<file path="src/rtl/sta_pkg.sv">
package sta_pkg;
  typedef enum logic [1:0] {
    ST_IDLE = 2'd0,
    ST_PREP = 2'd1,
    ST_RUN  = 2'd2
  } sta_state_e;

  // log2 of bytes per texel (16-bit colour)
  localparam int PIX_SHIFT = 1;
endpackage

</file>
<file path="src/rtl/sta_wrap_ctr.sv">
module sta_wrap_ctr #(
  parameter int POS_W = 9,
  parameter int OFF_W = 8
) (
  input  logic             clk,
  input  logic             rst_n,
  input  logic             load,
  input  logic [OFF_W-1:0] load_val,
  input  logic             reduce,
  input  logic             rewind,
  input  logic             step,
  input  logic [POS_W-1:0] size,
  input  logic             chk_en,
  output logic [POS_W-1:0] pos,
  output logic             settled,
  output logic             wrap
);
  logic [POS_W-1:0] home;
  logic [POS_W:0]   pos_inc;

  assign pos_inc = {1'b0, pos} + (POS_W+1)'(1);
  assign settled = (home < size);
  assign wrap    = step && (pos_inc == {1'b0, size});

  always_ff @(posedge clk or negedge rst_n) begin
    if (!rst_n) begin
      home <= '0;
      pos  <= '0;
    end else if (load) begin
      home <= POS_W'(load_val);
      pos  <= POS_W'(load_val);
    end else if (reduce) begin
      if (!settled) begin
        home <= home - size;
        pos  <= home - size;
      end else begin
        pos  <= home;
      end
    end else if (rewind) begin
      pos <= home;
    end else if (step) begin
      pos <= wrap ? '0 : pos_inc[POS_W-1:0];
    end
  end

  // once scanning, the bitmap coordinate stays inside the bitmap
  assert_pos_in_range_R4: assert property (@(posedge clk) disable iff (!rst_n)
    chk_en |-> (pos < size));

  // each reduction cycle strictly lowers the home position
  assert_reduce_shrinks_R5: assert property (@(posedge clk) disable iff (!rst_n)
    (reduce && !load && !settled && size != '0) |=> (home < $past(home)));
endmodule

</file>
<file path="src/rtl/sta_raster_ctr.sv">
module sta_raster_ctr #(
  parameter int DIM_W = 9
) (
  input  logic             clk,
  input  logic             rst_n,
  input  logic             clear,
  input  logic             step,
  input  logic [DIM_W-1:0] w,
  input  logic [DIM_W-1:0] h,
  output logic [DIM_W-1:0] sx,
  output logic [DIM_W-1:0] sy,
  output logic             row_end,
  output logic             frame_end
);
  assign row_end   = (sx == w - DIM_W'(1));
  assign frame_end = row_end && (sy == h - DIM_W'(1));

  always_ff @(posedge clk or negedge rst_n) begin
    if (!rst_n) begin
      sx <= '0;
      sy <= '0;
    end else if (clear) begin
      sx <= '0;
      sy <= '0;
    end else if (step) begin
      if (row_end) begin
        sx <= '0;
        sy <= sy + DIM_W'(1);
      end else begin
        sx <= sx + DIM_W'(1);
      end
    end
  end

  // the row index never passes the sprite height while stepping
  assert_row_bound_R3: assert property (@(posedge clk) disable iff (!rst_n)
    (step && !clear && !frame_end && h != '0) |=> (sy < h));
endmodule

</file>
<file path="src/rtl/sta_addr_calc.sv">
module sta_addr_calc #(
  parameter int POS_W  = 9,
  parameter int ADDR_W = 24
) (
  input  logic [ADDR_W-1:0] origin,
  input  logic [POS_W-1:0]  bw,
  input  logic [POS_W-1:0]  bx,
  input  logic [POS_W-1:0]  by,
  output logic [ADDR_W-1:0] addr
);
  import sta_pkg::*;

  function automatic logic [ADDR_W-1:0] texel_addr(
    input logic [ADDR_W-1:0] org,
    input logic [POS_W-1:0]  width,
    input logic [POS_W-1:0]  col,
    input logic [POS_W-1:0]  row
  );
    logic [ADDR_W-1:0] idx;
    idx = ADDR_W'(row) * ADDR_W'(width) + ADDR_W'(col);
    return org + (idx << PIX_SHIFT);
  endfunction

  assign addr = texel_addr(origin, bw, bx, by);
endmodule

</file>
<file path="src/rtl/sprite_tile_addr_gen.sv">
module sprite_tile_addr_gen #(
  parameter int SPR_DW = 9,
  parameter int BMP_DW = 9,
  parameter int OFF_W  = 8,
  parameter int ADDR_W = 24
) (
  input  logic              clk,
  input  logic              rst_n,
  input  logic              start,
  input  logic [SPR_DW-1:0] spr_w,
  input  logic [SPR_DW-1:0] spr_h,
  input  logic [BMP_DW-1:0] bmp_w,
  input  logic [BMP_DW-1:0] bmp_h,
  input  logic [OFF_W-1:0]  bmp_xoff,
  input  logic [OFF_W-1:0]  bmp_yoff,
  input  logic [ADDR_W-1:0] bmp_origin,
  input  logic              addr_ready,
  output logic              addr_valid,
  output logic [ADDR_W-1:0] addr,
  output logic              addr_last,
  output logic              done,
  output logic              busy
);
  import sta_pkg::*;

  sta_state_e        state;
  logic [SPR_DW-1:0] sw_q, sh_q;
  logic [BMP_DW-1:0] bw_q, bh_q;
  logic [ADDR_W-1:0] org_q;
  logic              done_q;

  // named internal events
  logic              accept, zero_job, in_prep, in_run, fire;
  logic              prep_done, row_end, frame_end;
  logic              x_settled, y_settled, x_wrap, y_wrap;
  logic [SPR_DW-1:0] sx, sy;
  logic [BMP_DW-1:0] bx, by;

  assign zero_job  = (spr_w == '0) || (spr_h == '0) ||
                     (bmp_w == '0) || (bmp_h == '0);
  assign accept    = start && (state == ST_IDLE);
  assign in_prep   = (state == ST_PREP);
  assign in_run    = (state == ST_RUN);
  assign fire      = in_run && addr_ready;
  assign prep_done = in_prep && x_settled && y_settled;

  always_ff @(posedge clk or negedge rst_n) begin
    if (!rst_n) begin
      state  <= ST_IDLE;
      sw_q   <= '0;
      sh_q   <= '0;
      bw_q   <= '0;
      bh_q   <= '0;
      org_q  <= '0;
      done_q <= 1'b0;
    end else begin
      done_q <= 1'b0;
      unique case (state)
        ST_IDLE: if (accept) begin
          if (zero_job) begin
            done_q <= 1'b1;
          end else begin
            sw_q  <= spr_w;
            sh_q  <= spr_h;
            bw_q  <= bmp_w;
            bh_q  <= bmp_h;
            org_q <= bmp_origin;
            state <= ST_PREP;
          end
        end
        ST_PREP: if (prep_done) state <= ST_RUN;
        ST_RUN: if (fire && frame_end) begin
          state  <= ST_IDLE;
          done_q <= 1'b1;
        end
        default: state <= ST_IDLE;
      endcase
    end
  end

  sta_raster_ctr #(.DIM_W(SPR_DW)) u_raster (
    .clk(clk), .rst_n(rst_n),
    .clear(accept), .step(fire),
    .w(sw_q), .h(sh_q),
    .sx(sx), .sy(sy),
    .row_end(row_end), .frame_end(frame_end)
  );

  sta_wrap_ctr #(.POS_W(BMP_DW), .OFF_W(OFF_W)) u_wrap_x (
    .clk(clk), .rst_n(rst_n),
    .load(accept), .load_val(bmp_xoff),
    .reduce(in_prep), .rewind(fire && row_end), .step(fire),
    .size(bw_q), .chk_en(in_run),
    .pos(bx), .settled(x_settled), .wrap(x_wrap)
  );

  sta_wrap_ctr #(.POS_W(BMP_DW), .OFF_W(OFF_W)) u_wrap_y (
    .clk(clk), .rst_n(rst_n),
    .load(accept), .load_val(bmp_yoff),
    .reduce(in_prep), .rewind(1'b0), .step(fire && row_end),
    .size(bh_q), .chk_en(in_run),
    .pos(by), .settled(y_settled), .wrap(y_wrap)
  );

  sta_addr_calc #(.POS_W(BMP_DW), .ADDR_W(ADDR_W)) u_calc (
    .origin(org_q), .bw(bw_q), .bx(bx), .by(by), .addr(addr)
  );

  assign addr_valid = in_run;
  assign addr_last  = in_run && frame_end;
  assign done       = done_q;
  assign busy       = (state != ST_IDLE);

  // nothing is offered while idle
  assert_no_valid_idle_R3: assert property (@(posedge clk) disable iff (!rst_n)
    !busy |-> !addr_valid);

  // a stalled beat keeps its content
  assert_hold_stall_R7: assert property (@(posedge clk) disable iff (!rst_n)
    (addr_valid && !addr_ready) |=> (addr_valid && $stable(addr) && $stable(addr_last)));

  // final handshake is followed by the done pulse and idle
  assert_done_after_last_R8: assert property (@(posedge clk) disable iff (!rst_n)
    (addr_valid && addr_ready && addr_last) |=> (done && !busy));

  // done is a single-cycle pulse
  assert_done_pulse_R8: assert property (@(posedge clk) disable iff (!rst_n)
    done |=> !done);

  // degenerate job completes at once without becoming busy
  assert_zero_job_R9: assert property (@(posedge clk) disable iff (!rst_n)
    (start && !busy && zero_job) |=> (done && !busy && !addr_valid));

  // a start during a job does not end it early
  assert_ignore_start_R10: assert property (@(posedge clk) disable iff (!rst_n)
    (busy && start && !(addr_valid && addr_ready && addr_last)) |=> busy);

  // a column wrap inside a row only happens while scanning
  assert_wrap_in_run_R4: assert property (@(posedge clk) disable iff (!rst_n)
    (x_wrap || y_wrap) |-> in_run);
endmodule

</file>
<file path="config.mk">
export PLATFORM = sky130hd
export DESIGN_NAME = sprite_tile_addr_gen
export DESIGN_NICKNAME = d
export VERILOG_FILES = /design/src/rtl/sta_pkg.sv /design/src/rtl/sta_wrap_ctr.sv /design/src/rtl/sta_raster_ctr.sv /design/src/rtl/sta_addr_calc.sv /design/src/rtl/sprite_tile_addr_gen.sv
export SDC_FILE = /design/constraint.sdc
export NUM_CORES = 1
export LEC_CHECK = 0
export BUFFER_PORTS_ARGS = -buffer_cell sky130_fd_sc_hd__buf_2
export CORE_MARGIN = 4
export CORE_UTILIZATION = 55
export DETAILED_ROUTE_END_ITERATION = 10
export PLACE_DENSITY = 0.71
export REMOVE_ABC_BUFFERS = 1
export SLEW_MARGIN = 20
export SYNTH_ARGS = -nofsm -noshare
export SYNTH_HDL_FRONTEND = slang
export SYNTH_SLANG_ARGS = --single-unit
</file>
<file path="constraint.sdc">
create_clock -name clk -period 9.2 [get_ports clk]
set_clock_uncertainty 0.1 [all_clocks]
set_input_delay 0.92 -clock clk [delete_from_list [all_inputs] [get_ports clk]]
set_output_delay 0.92 -clock clk [all_outputs]
set_load 0.01 [all_outputs]
</file>
==> flow_metrics.env <==
export IMPL_drt_iter0_markers=685
export IMPL_crit_chain="and2_1, fa_1, fa_1, inv_1, fa_1, inv_1, fa_1, inv_1, fa_1, inv_1, ha_1, a21o_1, o311ai_0, a211oi_1, nor3_1, xnor2_1, ha_1, a2111o_1, a31oi_1, nor3b_1, o21ai_0, a2111oi_0, xor2_1, buf_2"
export IMPL_die_width_um=148.4
export IMPL_setup_tns_ns=0
export IMPL_cts_made_buffers=17
export IMPL_maxSlewViolCount=0
export IMPL_grt_max_degree=71
export IMPL_dpl_cell_count=1562
export IMPL_pin_count=108
export IMPL_critPathArrivalTime_ns=7.69
export IMPL_cts_max_level=4
export IMPL_slowest_delay_ns=0.67
export IMPL_setup_violations=0
export IMPL_r2r_cells=9
export IMPL_synthCells=1223
export IMPL_diodes=0
export IMPL_hpwlAfterDp_um=21300
export IMPL_grt_pass1_vias=9203
export IMPL_drtAntennaViolNets=0
export IMPL_die_h_um=148.4
export IMPL_worst_slew_pin_slew_ns=0.9065
export IMPL_crit_start="u_wrap_y.pos[1]$_DFFE_PN0P_"
export IMPL_critical_path_buf_inv_count=5
export IMPL_fp_dieArea_sq_mm=0.02202
export IMPL_drive_gt1_share_pct=14.83
export IMPL_area_growth_pct=12.91
export IMPL_cts_resized=0
export IMPL_fmax_mhz=114.8
export IMPL_worst_ep_required_time_ns=8.18
export IMPL_crit_path_top_delay_cell="o311ai_0"
export IMPL_cp_start_kind="flop"
export IMPL_ys_seq_area_share_pct=27.01
export IMPL_drc=0
export IMPL_synth_compound_area_share_pct=14.18
export IMPL_synthArstFlopShare_pct=100.0
export IMPL_n_fill_cell=1705
export IMPL_yosysWarnings=0
export IMPL_outcome="completed"
export IMPL_crit_reg2reg_launch="u_wrap_y.pos[1]$_DFFE_PN0P_"
export IMPL_syn_area_sq_mm=0.01084
export IMPL_cts_tree="done"
export IMPL_num_vias=9267
export IMPL_cap_violations=0
export IMPL_wl_per_cell_um=17.37
export IMPL_fin_crit_sh_pct=94.66
export IMPL_clock_sinks=117
export IMPL_core_area_sq_mm=0.01940
export IMPL_dr_pass1_iters=8
export IMPL_ys_flop_type="dfrtp_1"
export IMPL_min_period_ns=8.708
export IMPL_synth_top_family_by_area="adder cells"
export IMPL_cp_depth=24
export IMPL_port_buffers=107
export IMPL_relSlewSlack_pct=39.57
export IMPL_cts_hold_repair_buffers=0
export IMPL_crit_family="adder cells"
export IMPL_final_common_cell="inv_1"
export IMPL_viasPerCell=5.817
export IMPL_wl_um=27670
export IMPL_stdcell_count=1593
export IMPL_clock_latency_ns=0.43
export IMPL_utilization_pct=63.11
export IMPL_cts_root_buf="clkbuf_16"
export IMPL_end_kind="output pin"
export IMPL_grt_pass1_wl_um=45870
export IMPL_pre_cts_slack_ns=1.014
export IMPL_antenna_found_initial=0
export IMPL_cts_path_max_buffers=2
export IMPL_grt_overflow=0
export IMPL_syn_avg_cell_area_sq_um=8.865
export IMPL_clk_pin_slew_ns=0.06
export IMPL_grt_setup_unrepaired="false"
export IMPL_synth_cell_types=72
export IMPL_ys_seq_elements=117
export IMPL_r2r_setup_slack_ns=5.60
export IMPL_criticalPathCategory="reg2out"
export IMPL_timing_rr_end="u_wrap_y.pos[4]$_DFFE_PN0P_"
export IMPL_postCtsSetupBuffers=0
export IMPL_endpoint="addr[22]"
export IMPL_nets=1555
export IMPL_synthSimpleGateAreaFrac_pct=16.94
export IMPL_synth_area_mux_share_pct=4.697
export IMPL_synth_fa_ha_area_share_pct=22.44
export IMPL_synth_edf_count=0
export IMPL_initial_utilization_pct=55.89
export IMPL_setup_ws_ns=0.4916
export IMPL_synth_xor_area_share_pct=8.967
export IMPL_rows=51
export IMPL_crit_fanout=14
export IMPL_hold_violations=0
export IMPL_gp_congestion=0.9115
export IMPL_hold_class="in2async"
export IMPL_crit_top_cell="fa_1"
export IMPL_grt_usage_pct=25.83
export IMPL_final_cell_mix="118 x inv_1, 117 x nand2_1, 117 x dfrtp_1"
[sequential cells by signal, indices dropped and copies added (netlist names)]
| name | cells |
|---|---|
| u_wrap_y.home | 9 |
| bh_q | 9 |
| u_wrap_x.home | 9 |
| state | 2 |
| sw_q | 9 |
| sh_q | 9 |
| done | 1 |
| u_wrap_x.pos | 9 |
| u_raster.sx | 9 |
| u_raster.sy | 9 |
| bw_q | 9 |
| org_q | 24 |
| u_wrap_y.pos | 9 |
[worst reg2reg max path, cell delays in order (launching register included)]
cell	delay (ns)
dfrtp_1	0.61
ha_1	0.36
nand3_1	0.21
or4_1	0.61
a211o_1	0.30
nor4_1	0.37
a21oi_1	0.21
buf_4	0.23
a221oi_1	0.34
o22ai_1	0.12
[cells by family after synthesis]
| logic type | count (synthesis) |
|---|---|
| xor+xnor | 111 |
| mux | 46 |
| simple gates | 391 |
| fa+ha+maj | 159 |
| flops | 117 |
| buf+inv | 163 |
| compound gates | 236 |
[stage by stage]
step,cell area (sq um),hold WS [ns]
final,12240,0.4048
after global routing,12240,0.4264
after CTS,12240,0.4090
after detailed placement,11610,0.3957
after global placement,11610,0.3864
after floorplan,10680,0.3676
[synth_stat cells, types with 7 or more instances]
| cell | n | share of area [%] |
|---|---|---|
| nor2_1 | 111 | 3.8 |
| mux2_2 | 39 | 4.1 |
| inv_1 | 118 | 4.1 |
| and3_1 | 8 | 0.46 |
| mux2i_1 | 7 | 0.65 |
| nand3_1 | 29 | 1.3 |
| xor2_1 | 42 | 3.4 |
| nand4_1 | 14 | 0.81 |
| xnor2_1 | 69 | 5.6 |
| and2_1 | 17 | 0.98 |
| nand2_1 | 117 | 4.1 |
| dfrtp_1 | 117 | 27 |
| o22ai_1 | 8 | 0.46 |
| o21ai_0 | 67 | 3.1 |
| nor3_1 | 36 | 1.7 |
| clkbuf_1 | 30 | 1.0 |
| nor4_1 | 7 | 0.40 |
| nand2b_1 | 11 | 0.63 |
| ha_1 | 100 | 12 |
| a21oi_1 | 50 | 2.3 |
| buf_2 | 8 | 0.37 |
| a21o_1 | 15 | 1.0 |
| fa_1 | 59 | 11 |
| a211oi_1 | 8 | 0.55 |
| nor2b_1 | 10 | 0.58 |
| or3_1 | 9 | 0.52 |
| a31oi_1 | 17 | 0.98 |
[final cells by class]
cell class | instances | area (sq um) | area share, %
repair buffers | 114 | 590.6 | 4.824
clock inverters | 13 | 205.2 | 1.676
flip-flops and latches | 117 | 2928 | 23.92
multi-input cells | 943 | 7296 | 59.60
clock buffers | 18 | 429.2 | 3.506
well taps | 265 | 331.6 | 2.709
inverters | 123 | 461.7 | 3.771
[routing by layer]
layer	GRT usage, %	wire [um]
met2	40.88	12870
met3	5.027	1691
met1	35.83	12430
met5	0	0
met4	8.822	678
[worst min path at each step]
stage	slack, ns	end	start	cells after the start
after detailed placement	0.40	u_wrap_y.home[6]$_DFFE_PN0P_	u_wrap_y.home[6]$_DFFE_PN0P_	1
after CTS	0.41	u_wrap_y.home[6]$_DFFE_PN0P_	u_wrap_y.home[6]$_DFFE_PN0P_	1
after global routing	0.43	org_q[0]$_DFFE_PN0P_	org_q[0]$_DFFE_PN0P_	1
final	0.40	sw_q[7]$_DFFE_PN0P_	rst_n	1
after floorplan	0.37	u_wrap_y.home[6]$_DFFE_PN0P_	u_wrap_y.home[6]$_DFFE_PN0P_	1
after global placement	0.39	org_q[0]$_DFFE_PN0P_	org_q[0]$_DFFE_PN0P_	1
Power is left out: the tool's default activity adds up to more than one toggle a clock period on the data nets, which glitch-free logic cannot reach.
